[config.mk]
export PLATFORM = sky130hd
export DESIGN_NAME = iqSerFramer
export DESIGN_NICKNAME = d
export VERILOG_FILES = /design/src/rtl/iqSerFramerPkg.sv /design/src/rtl/iqSerFramerCtrl.sv /design/src/rtl/iqSerFramerData.sv /design/src/rtl/iqSerFramer.sv
export SDC_FILE = /design/constraint.sdc
export NUM_CORES = 1
export LEC_CHECK = 0
export BUFFER_PORTS_ARGS = -buffer_cell sky130_fd_sc_hd__buf_2
export CAP_MARGIN = 20
export CORE_ASPECT_RATIO = 1.5
export CORE_MARGIN = 2
export CORE_UTILIZATION = 63
export CTS_BUF_LIST = sky130_fd_sc_hd__clkbuf_8
export CTS_CLUSTER_DIAMETER = 30
export DETAILED_ROUTE_END_ITERATION = 8
export PLACE_DENSITY = 0.85
export SYNTH_ARGS = -nofsm -noshare
export SYNTH_HDL_FRONTEND = slang
export SYNTH_SLANG_ARGS = --single-unit
export TNS_END_PERCENT = 10
[constraint.sdc]
create_clock -name clk -period 4 [get_ports clk]
set_input_delay 0.6 -clock clk [delete_from_list [all_inputs] [get_ports clk]]
set_output_delay 0.6 -clock clk [all_outputs]
set_load 0.05 [all_outputs]
[src/rtl/iqSerFramerPkg.sv]
package iqSerFramerPkg;
  typedef struct packed {
    logic load;   // copy buffer into shift register, empty buffer
    logic shift;  // serial clock rising edge: present next bit
    logic first;  // this shift carries the first bit of the frame
    logic done;   // frame finished: return line to rest
  } ctlStrobes_t;
endpackage

[src/rtl/iqSerFramerCtrl.sv]
module iqSerFramerCtrl
  import iqSerFramerPkg::*;
#(
  parameter int FRAME_W = 32
) (
  input  logic        clk,
  input  logic        rstN,
  input  logic        startIn,
  input  logic        bufFull,
  output logic        busy,
  output ctlStrobes_t ctl
);
  localparam int LAST_PH = 2 * FRAME_W + 1;
  localparam int PH_W    = $clog2(LAST_PH + 1);
  localparam logic [PH_W-1:0] LAST_SHIFT = PH_W'(2 * FRAME_W - 1);
  localparam logic [PH_W-1:0] DONE_PH    = PH_W'(LAST_PH);

  logic [PH_W-1:0] phase;

  always_comb begin
    ctl.load  = startIn && bufFull && !busy;
    ctl.shift = busy && phase[0] && (phase <= LAST_SHIFT);
    ctl.first = ctl.shift && (phase == PH_W'(1));
    ctl.done  = busy && (phase == DONE_PH);
  end

  always_ff @(posedge clk) begin
    if (!rstN) begin
      busy  <= 1'b0;
      phase <= '0;
    end else if (ctl.load) begin
      busy  <= 1'b1;
      phase <= '0;
    end else if (ctl.done) begin
      busy  <= 1'b0;
      phase <= '0;
    end else if (busy) begin
      phase <= phase + 1'b1;
    end
  end


  empty_start_chk: assert property (@(posedge clk) disable iff (!rstN)
    (startIn && !bufFull && !busy) |=> !busy);

  busy_start_keep_chk: assert property (@(posedge clk) disable iff (!rstN)
    (busy && startIn && bufFull) |=> bufFull);
endmodule

[src/rtl/iqSerFramerData.sv]
module iqSerFramerData
  import iqSerFramerPkg::*;
#(
  parameter int SAMPLE_W = 16
) (
  input  logic                clk,
  input  logic                rstN,
  input  ctlStrobes_t         ctl,
  input  logic                inValid,
  input  logic [SAMPLE_W-1:0] inI,
  input  logic [SAMPLE_W-1:0] inQ,
  output logic                inReady,
  output logic                bufFull,
  output logic                sclkRaw,
  output logic                serFs,
  output logic                serData
);
  localparam int FRAME_W = 2 * SAMPLE_W;

  logic [SAMPLE_W-1:0] bufI, bufQ;
  logic [FRAME_W-1:0]  shReg;
  logic                writeFire;

  assign inReady   = !bufFull || ctl.load;
  assign writeFire = inValid && inReady;

  always_ff @(posedge clk) begin
    if (!rstN) begin
      bufFull <= 1'b0;
      bufI    <= '0;
      bufQ    <= '0;
    end else if (writeFire) begin
      bufFull <= 1'b1;
      bufI    <= inI;
      bufQ    <= inQ;
    end else if (ctl.load) begin
      bufFull <= 1'b0;
    end
  end

  always_ff @(posedge clk) begin
    if (!rstN) begin
      shReg   <= '0;
      sclkRaw <= 1'b0;
      serFs   <= 1'b0;
      serData <= 1'b0;
    end else begin
      sclkRaw <= ctl.shift;
      if (ctl.load) begin
        shReg <= {bufI, bufQ};
      end else if (ctl.shift) begin
        shReg   <= {shReg[FRAME_W-2:0], 1'b0};
        serData <= shReg[FRAME_W-1];
        serFs   <= ctl.first;
      end else if (ctl.done) begin
        serData <= 1'b0;
        serFs   <= 1'b0;
      end
    end
  end


  buf_hold_chk: assert property (@(posedge clk) disable iff (!rstN)
    (bufFull && !ctl.load) |=> bufFull);

  fs_on_edge_chk: assert property (@(posedge clk) disable iff (!rstN)
    $rose(serFs) |-> $rose(sclkRaw));
endmodule

[src/rtl/iqSerFramer.sv]
module iqSerFramer
  import iqSerFramerPkg::*;
#(
  parameter int SAMPLE_W = 16
) (
  input  logic                clk,
  input  logic                rstN,
  input  logic                inValid,
  input  logic [SAMPLE_W-1:0] inI,
  input  logic [SAMPLE_W-1:0] inQ,
  output logic                inReady,
  input  logic                startIn,
  input  logic                cfgInvClk,
  output logic                serClk,
  output logic                serFs,
  output logic                serData
);
  localparam int FRAME_W = 2 * SAMPLE_W;

  ctlStrobes_t ctl;
  logic busy, bufFull, sclkRaw;

  iqSerFramerCtrl #(.FRAME_W(FRAME_W)) ctrl_i (
    .clk(clk), .rstN(rstN), .startIn(startIn), .bufFull(bufFull),
    .busy(busy), .ctl(ctl)
  );

  iqSerFramerData #(.SAMPLE_W(SAMPLE_W)) data_i (
    .clk(clk), .rstN(rstN), .ctl(ctl), .inValid(inValid), .inI(inI),
    .inQ(inQ), .inReady(inReady), .bufFull(bufFull), .sclkRaw(sclkRaw),
    .serFs(serFs), .serData(serData)
  );

  assign serClk = sclkRaw ^ cfgInvClk;


  idle_rest_chk: assert property (@(posedge clk) disable iff (!rstN)
    !busy |-> (!serData && !sclkRaw && !serFs));

  no_edge_after_load_chk: assert property (@(posedge clk) disable iff (!rstN)
    $rose(busy) |-> !sclkRaw);
endmodule

==> results of run 1 <==
cells by family after synthesis:
kind of cell | after synthesis | share of synthesized area
DFF | 76 | 0.508
and+or+nand+nor | 83 | 0.124
buffers and inverters | 26 | 0.0481
xor gates and xnor gates | 7 | 0.0205
AOI/OAI and AO/OA | 71 | 0.184
muxes | 32 | 0.107
adders and majority gates | 2 | 0.00836
registers in the layout, summed over array words and instances, names as in the netlist:
name / count
data_i.serData: 1
data_i.sclkRaw: 1
ctrl_i.busy: 1
data_i.bufI: 16
data_i.serFs: 1
ctrl_i.phase: 7
data_i.bufFull: 1
data_i.bufQ: 16
data_i.shReg: 32
final cells by class:
class	instances	area, µm²
Inverter	3	11.3
Fill cell	346	1160
Multi-Input combinational cell	195	1330
Clock buffer	9	124
Clock inverter	6	81.3
Tap cell	64	80.1
Timing Repair Buffer	44	230
Sequential cell	76	1520
path summary, 6_finish.rpt:
check / startpoint / end / slack, ns / cells past startpoint
setup / recovery: ctrl_i.busy$_SDFFE_PN0P_ / inReady / 1.60 / 4
hold / removal: data_i.shReg[31]$_SDFFE_PN0P_ / data_i.serData$_SDFFE_PN0P_ / 0.46 / 2
setup reg to reg: ctrl_i.busy$_SDFFE_PN0P_ / data_i.bufQ[11]$_SDFFE_PN0P_ / 1.70 / 6
hold reg to reg: data_i.shReg[31]$_SDFFE_PN0P_ / data_i.serData$_SDFFE_PN0P_ / 0.46 / 2
placed cells by master, fill, tap and decap left out:
cell type,n
nor4_1,1
inv_1,4
nand2_1,8
o221a_2,5
a22oi_1,19
nand3b_1,1
nand3_1,23
buf_4,4
dfxtp_1,76
buf_2,40
clkinvlp_4,1
nor2_1,44
nand4_1,3
bufinv_16,2
a21boi_4,1
xnor2_1,3
nand2b_1,1
a211oi_1,1
o2111a_1,1
clkinv_2,2
clkbuf_8,9
o221a_1,7
a21oi_1,24
mux2i_1,32
nand4_2,1
o21a_1,12
xor2_1,4
o2111ai_4,1
and3b_1,1
ha_1,2
worst max-delay path, stage by stage (launching register included):
cell and delay (ns):
dfxtp_1 0.61, nand3b_1 0.17, buf_4 0.37, nand2_1 0.09, buf_2 0.22
metrics by stage:
step	total power [µW]	cell area (µm²)	util	std cells
2_1_floorplan	933	2990	-	297
3_3_place_gp	964	3170	0.698	382
3_5_place_dp	968	3170	0.698	382
4_1_cts	1570	3380	0.744	397
5_1_grt	1620	3380	0.744	397
6_report	1560	3380	0.744	397
metal layers:
metal / global-route usage / up-vias
li1: - / 1125
met1: 0.258 / 1055
met2: 0.389 / 57
met3: 0.0702 / 14
met4: 0.121 / 0
met5: 0 / -
power by group through the flow:
stage / Sequential (µW) / Clock (µW) / Combinational, µW
floorplan: 825 / 0 / 107
global placement: 832 / 0 / 131
detailed placement: 833 / 0 / 135
CTS: 816 / 616 / 136
global route: 820 / 647 / 148
finish: 817 / 606 / 135
==> flow_metrics.tcl, run 1 <==
set metrics [dict create \
    max_slew_margin 0.489 \
    setup_viol 0 \
    drtIter0Drc 100 \
    syn_inst 297 \
    period_minus_slack_ns 2.40 \
    wl_met3_um 282 \
    io_pins 41 \
    setup_ws_ns 1.60 \
    die_x_um 60.3 \
    netlist_top_cells_count "dfxtp_1 (76), nor2_1 (44), mux2i_1 (32), a21oi_1 (24), nand3_1 (23)" \
    p_seq_frac 0.524 \
    routed-wl-met2_mm 2.78 \
    clock_path_buffers 2 \
    power_density_nw_per_um2 461 \
    highest_layer "met4" \
    grt_pass1_wl_mm 9.18 \
    cts.sinks 76 \
    ys_ff_latch 76 \
    num_vias 2251 \
    finalCritPeriodShare 0.599 \
    dieArea_um2 5330 \
    grt_max_degree 38 \
    peakVddDrop_v 0.000272 \
    cts_root_buffer "clkbuf_8" \
    synth_area_per_cell_um2 10.1 \
    p_int_uw 1200 \
    synth.most_common_cell "dfxtp_1" \
    gr-usage-all-layers 0.232 \
    p_switching_uw 359 \
    drc_errors 0 \
    dr.pass1.iters 5 \
    ys_seq_area_frac 0.508 \
    slew_violations 0 \
    gp_congestion 0.767 \
    cts_hold_buf 0 \
    critPathRequiredTime_ns 3.40 \
    grt_pass1_vias 2134 \
    port_buffers 40 \
    drive_gt1_frac 0.198 \
    synth_area_um2 2990 \
    dp_slack_ns 1.61 \
    ctsResizeCount 0 \
    fin_tns_setup_ns 0 \
    final_nets 368 \
    outcome "completed" \
    critPathLaunchType "register" \
    cp_max_fo 37 \
    ys_types 28 \
    wl_met1_mm 2.35 \
    worst-setup-path-type "register to primary output" \
    synth_edf_count 0 \
    yosysWarningCount 0 \
    cts_post_setup_buffers_inserted 0 \
    cp.arrival_ns 1.80 \
    synth-main-ff-cell "dfxtp_1" \
    yosys.area.top_type "dfxtp_1" \
    clk_pin_slew_ns 0.07 \
    rows 30 \
    dp_hpwl_mm 3.46 \
    grt-ovfl-total 0 \
    initial_utilization 0.659 \
    fmax_ghz 0.417 \
    synthArstFlopShare 0 \
    antenna_cells 0 \
    cts_tree "built" \
    postRouteAntennaNets 0 \
    rsz0062_at_grt "no" \
    antenna_found_initial 0 \
    switching_share 0.230 \
    finalHoldViolCount 0 \
    synth_area_leaders "dfxtp_1 (51%), mux2i_1 (11%), nor2_1 (5.5%), a22oi_1 (4.8%), a21oi_1 (4.0%)" \
    synth_top_area_share 0.508 \
    cts_made_buffers 9 \
    power.share.clock 0.389 \
    core_region_area_um2 4540 \
    clk-insertion-delay-late_ns 0.35 \
    p_comb_frac 0.086 \
    syn_nets 336 \
    ctsHtreeMaxLevel 3 \
    maxCapViolations 0 \
    endpoint_kind "primary output" \
    hold_slack_ns 0.456 \
    areaGrowthSynthToFinish_pct 12.8 \
    die_h_um 88.4 \
    post_drt_wl_per_cell_um 13.9 \
    worst_slew_pin_slew_ns 0.766 \
    vias_per_cell 5.67 \
    routed_wl_mm 5.53 \
    hp-class "register to register" \
    p_leak_uw 0.00133 \
    fin_worst_skew_ns 0.00775 \
]
No activity file was read; power rests on OpenSTA's default activity.
==> inputs of run 2 (changes only) <==
Settings changed: CORE_UTILIZATION 63 to 59, PLACE_DENSITY 0.85 to 0.81.
Clock period 4 ns to 2.4 ns, I/O delays scaled along.
==> run 2 against run 1 <==
Against the previous run: count of clock-buffer cells in the layout is 3 higher; largest power group unchanged; routed wire length is 4.8% higher; cell area is 2.1% higher; global-route usage is 1.4 points lower; non-clock buffer count is 5 higher; clock power is 83% higher; sequential share of layout area is 0.93 points lower; largest cell class unchanged; worst hold slack worse by 0.21 ns; total power is 73% higher; sequential power is 66% higher; critical path depth is 2 higher; register-to-register slack worse by 1.3 ns.
==> flow_metrics.tcl, run 2 (synthesis results as in run 1) <==
set metrics [dict create \
    placedCellCount 389 \
    grt_pass1_vias 2191 \
    gp_congestion 0.746 \
    period_minus_slack_ns 2.04 \
    setup_ws_ns 0.365 \
    cts_made_buffers 9 \
    finalCritPeriodShare 0.848 \
    cp_top_family "simple AND/OR/NAND/NOR gates" \
    mostFrequentLayoutCells "dfxtp_1 (76), nor2_1 (44), buf_2 (40)" \
    finalHoldViolCount 0 \
    vias_per_cell 5.60 \
    areaGrowthSynthToFinish_pct 15.2 \
    cp.arrival_ns 2.27 \
    hold_depth 3 \
    peakVddDrop_v 0.000514 \
    cts_hold_buf 0 \
    gr-usage-all-layers 0.218 \
    dieArea_um2 5670 \
    grt-ovfl-total 0 \
    critPathRequiredTime_ns 2.64 \
    cp_max_fo 20 \
    port_buffers 40 \
    ctsHtreeMaxLevel 3 \
    core_region_area_um2 4850 \
    maxCapViolations 0 \
    num_vias 2266 \
    layoutNonFillerInstCount 405 \
    largest_registers "data_i.shReg: 32 flops, data_i.bufI: 16 flops, data_i.bufQ: 16 flops" \
    clk_pin_slew_ns 0.08 \
    cts_post_setup_buffers_inserted 0 \
    reg2reg_from "ctrl_i.phase[0]$_SDFFE_PP0P_" \
    cts.sinks 76 \
    critPathLaunchType "register" \
    cts_tree "built" \
    max_slew_margin 0.465 \
    clk-insertion-delay-late_ns 0.35 \
    drtIter0Drc 157 \
    cts_root_buffer "clkbuf_8" \
    rsz0062_at_grt "no" \
    io_pins 41 \
    antenna_cells 0 \
    outcome "completed" \
    whs_endpoint "data_i.bufQ[7]$_SDFFE_PN0P_" \
    post_drt_wl_per_cell_um 14.3 \
    drive_gt1_frac 0.212 \
    clock_path_buffers 2 \
    grt_max_degree 37 \
    dr.pass1.iters 4 \
    total_power_uw 2700 \
    setup_viol 0 \
    top_register "data_i.shReg" \
    final_common_cell "dfxtp_1" \
    hp-class "input pin to register" \
    reg2reg_slack_ns 0.36 \
    r2r-end "data_i.shReg[2]$_SDFFE_PN0P_" \
    fin_tns_setup_ns 0 \
    dp_hpwl_mm 3.82 \
    initial_utilization 0.618 \
    crit_slowest_cell "dfxtp_1" \
    fmax_ghz 0.491 \
    max_stage_delay_ns 0.39 \
    min-delay-start "inQ[7]" \
    worst-setup-path-type "register to register" \
    routed_wl_mm 5.80 \
    grt_pass1_wl_mm 9.78 \
    slew_violations 0 \
    r2r_cells 6 \
    largest_register_ffs 32 \
    endpoint_kind "register" \
    path_cells "ha_1 > nand2b_1 > o2111ai_4 > buf_4 > nand2_1 > o21a_1" \
    p_leak_uw 0.00137 \
    die_h_um 91.3 \
    power_density_nw_per_um2 783 \
    final_nets 373 \
    worst_slew_pin_slew_ns 0.803 \
    antenna_found_initial 0 \
    die_x_um 62.2 \
    ctsResizeCount 0 \
    fin_worst_skew_ns 0.00929 \
    path_buf_inv 1 \
    rows 31 \
    dp_slack_ns 0.402 \
    postRouteAntennaNets 0 \
    drc_errors 0 \
]
[run 2: cell count changes in the layout (fill, tap and decap cells not counted)]
cell and delta:
clkbuf_8 +3, buf_4 +5, clkinv_2 -2
[run 2: metal layers]
layer,GRT usage,vias to the layer above,wire length (µm)
met5,0,-,0
met4,0.102,0,104
li1,-,1140,-
met2,0.389,44,3070
met3,0.0570,10,202
met1,0.238,1072,2430
[run 2: worst max-delay path by stage]
stage,startpoint,end,slack (ns),cells after the start
after CTS,ctrl_i.phase[0]$_SDFFE_PP0P_,data_i.shReg[2]$_SDFFE_PN0P_,0.37,6
after detailed placement,ctrl_i.phase[0]$_SDFFE_PP0P_,data_i.shReg[2]$_SDFFE_PN0P_,0.40,6
after global routing,ctrl_i.phase[0]$_SDFFE_PP0P_,data_i.shReg[2]$_SDFFE_PN0P_,0.24,6
final,ctrl_i.phase[0]$_SDFFE_PP0P_,data_i.shReg[2]$_SDFFE_PN0P_,0.36,6
after floorplan,ctrl_i.busy$_SDFFE_PN0P_,inReady,0.74,4
after global placement,ctrl_i.phase[0]$_SDFFE_PP0P_,data_i.shReg[8]$_SDFFE_PN0P_,0.48,6
[run 2: through the flow]
step           instance area, µm²  utilization  hold WS [ns]
6_report                     3450        0.711         0.246
5_1_grt                      3450        0.711         0.248
4_1_cts                      3450        0.711         0.238
3_5_place_dp                 3210        0.662         0.456
3_3_place_gp                 3210        0.662         0.449
2_1_floorplan                2990            -         0.432
[run 2: tightest hold or removal path, delay by kind of cell]
family / cells / cell delay, ns
buffers and inverters: 1 / 0.08
AND/OR/NAND/NOR: 1 / 0.07
multiplexers: 1 / 0.05
[run 2: final cells by class]
type	count	area [µm²]
fillers	374	1400
well taps	66	82.6
clock buffers	12	165
flip-flops and latches	76	1520
clock inverters	4	71.3
inverters	3	11.3
multi-input cells	195	1330
repair buffers	49	268
[run 2: power breakdown]
| group | total [µW] | internal, µW | switching [µW] | leakage [µW] |
|---|---|---|---|---|
| Clock | 1110 | 667 | 442 | 0.000120 |
| Sequential | 1360 | 1320 | 37.1 | 0.000620 |
| Combinational | 234 | 109 | 125 | 0.000631 |
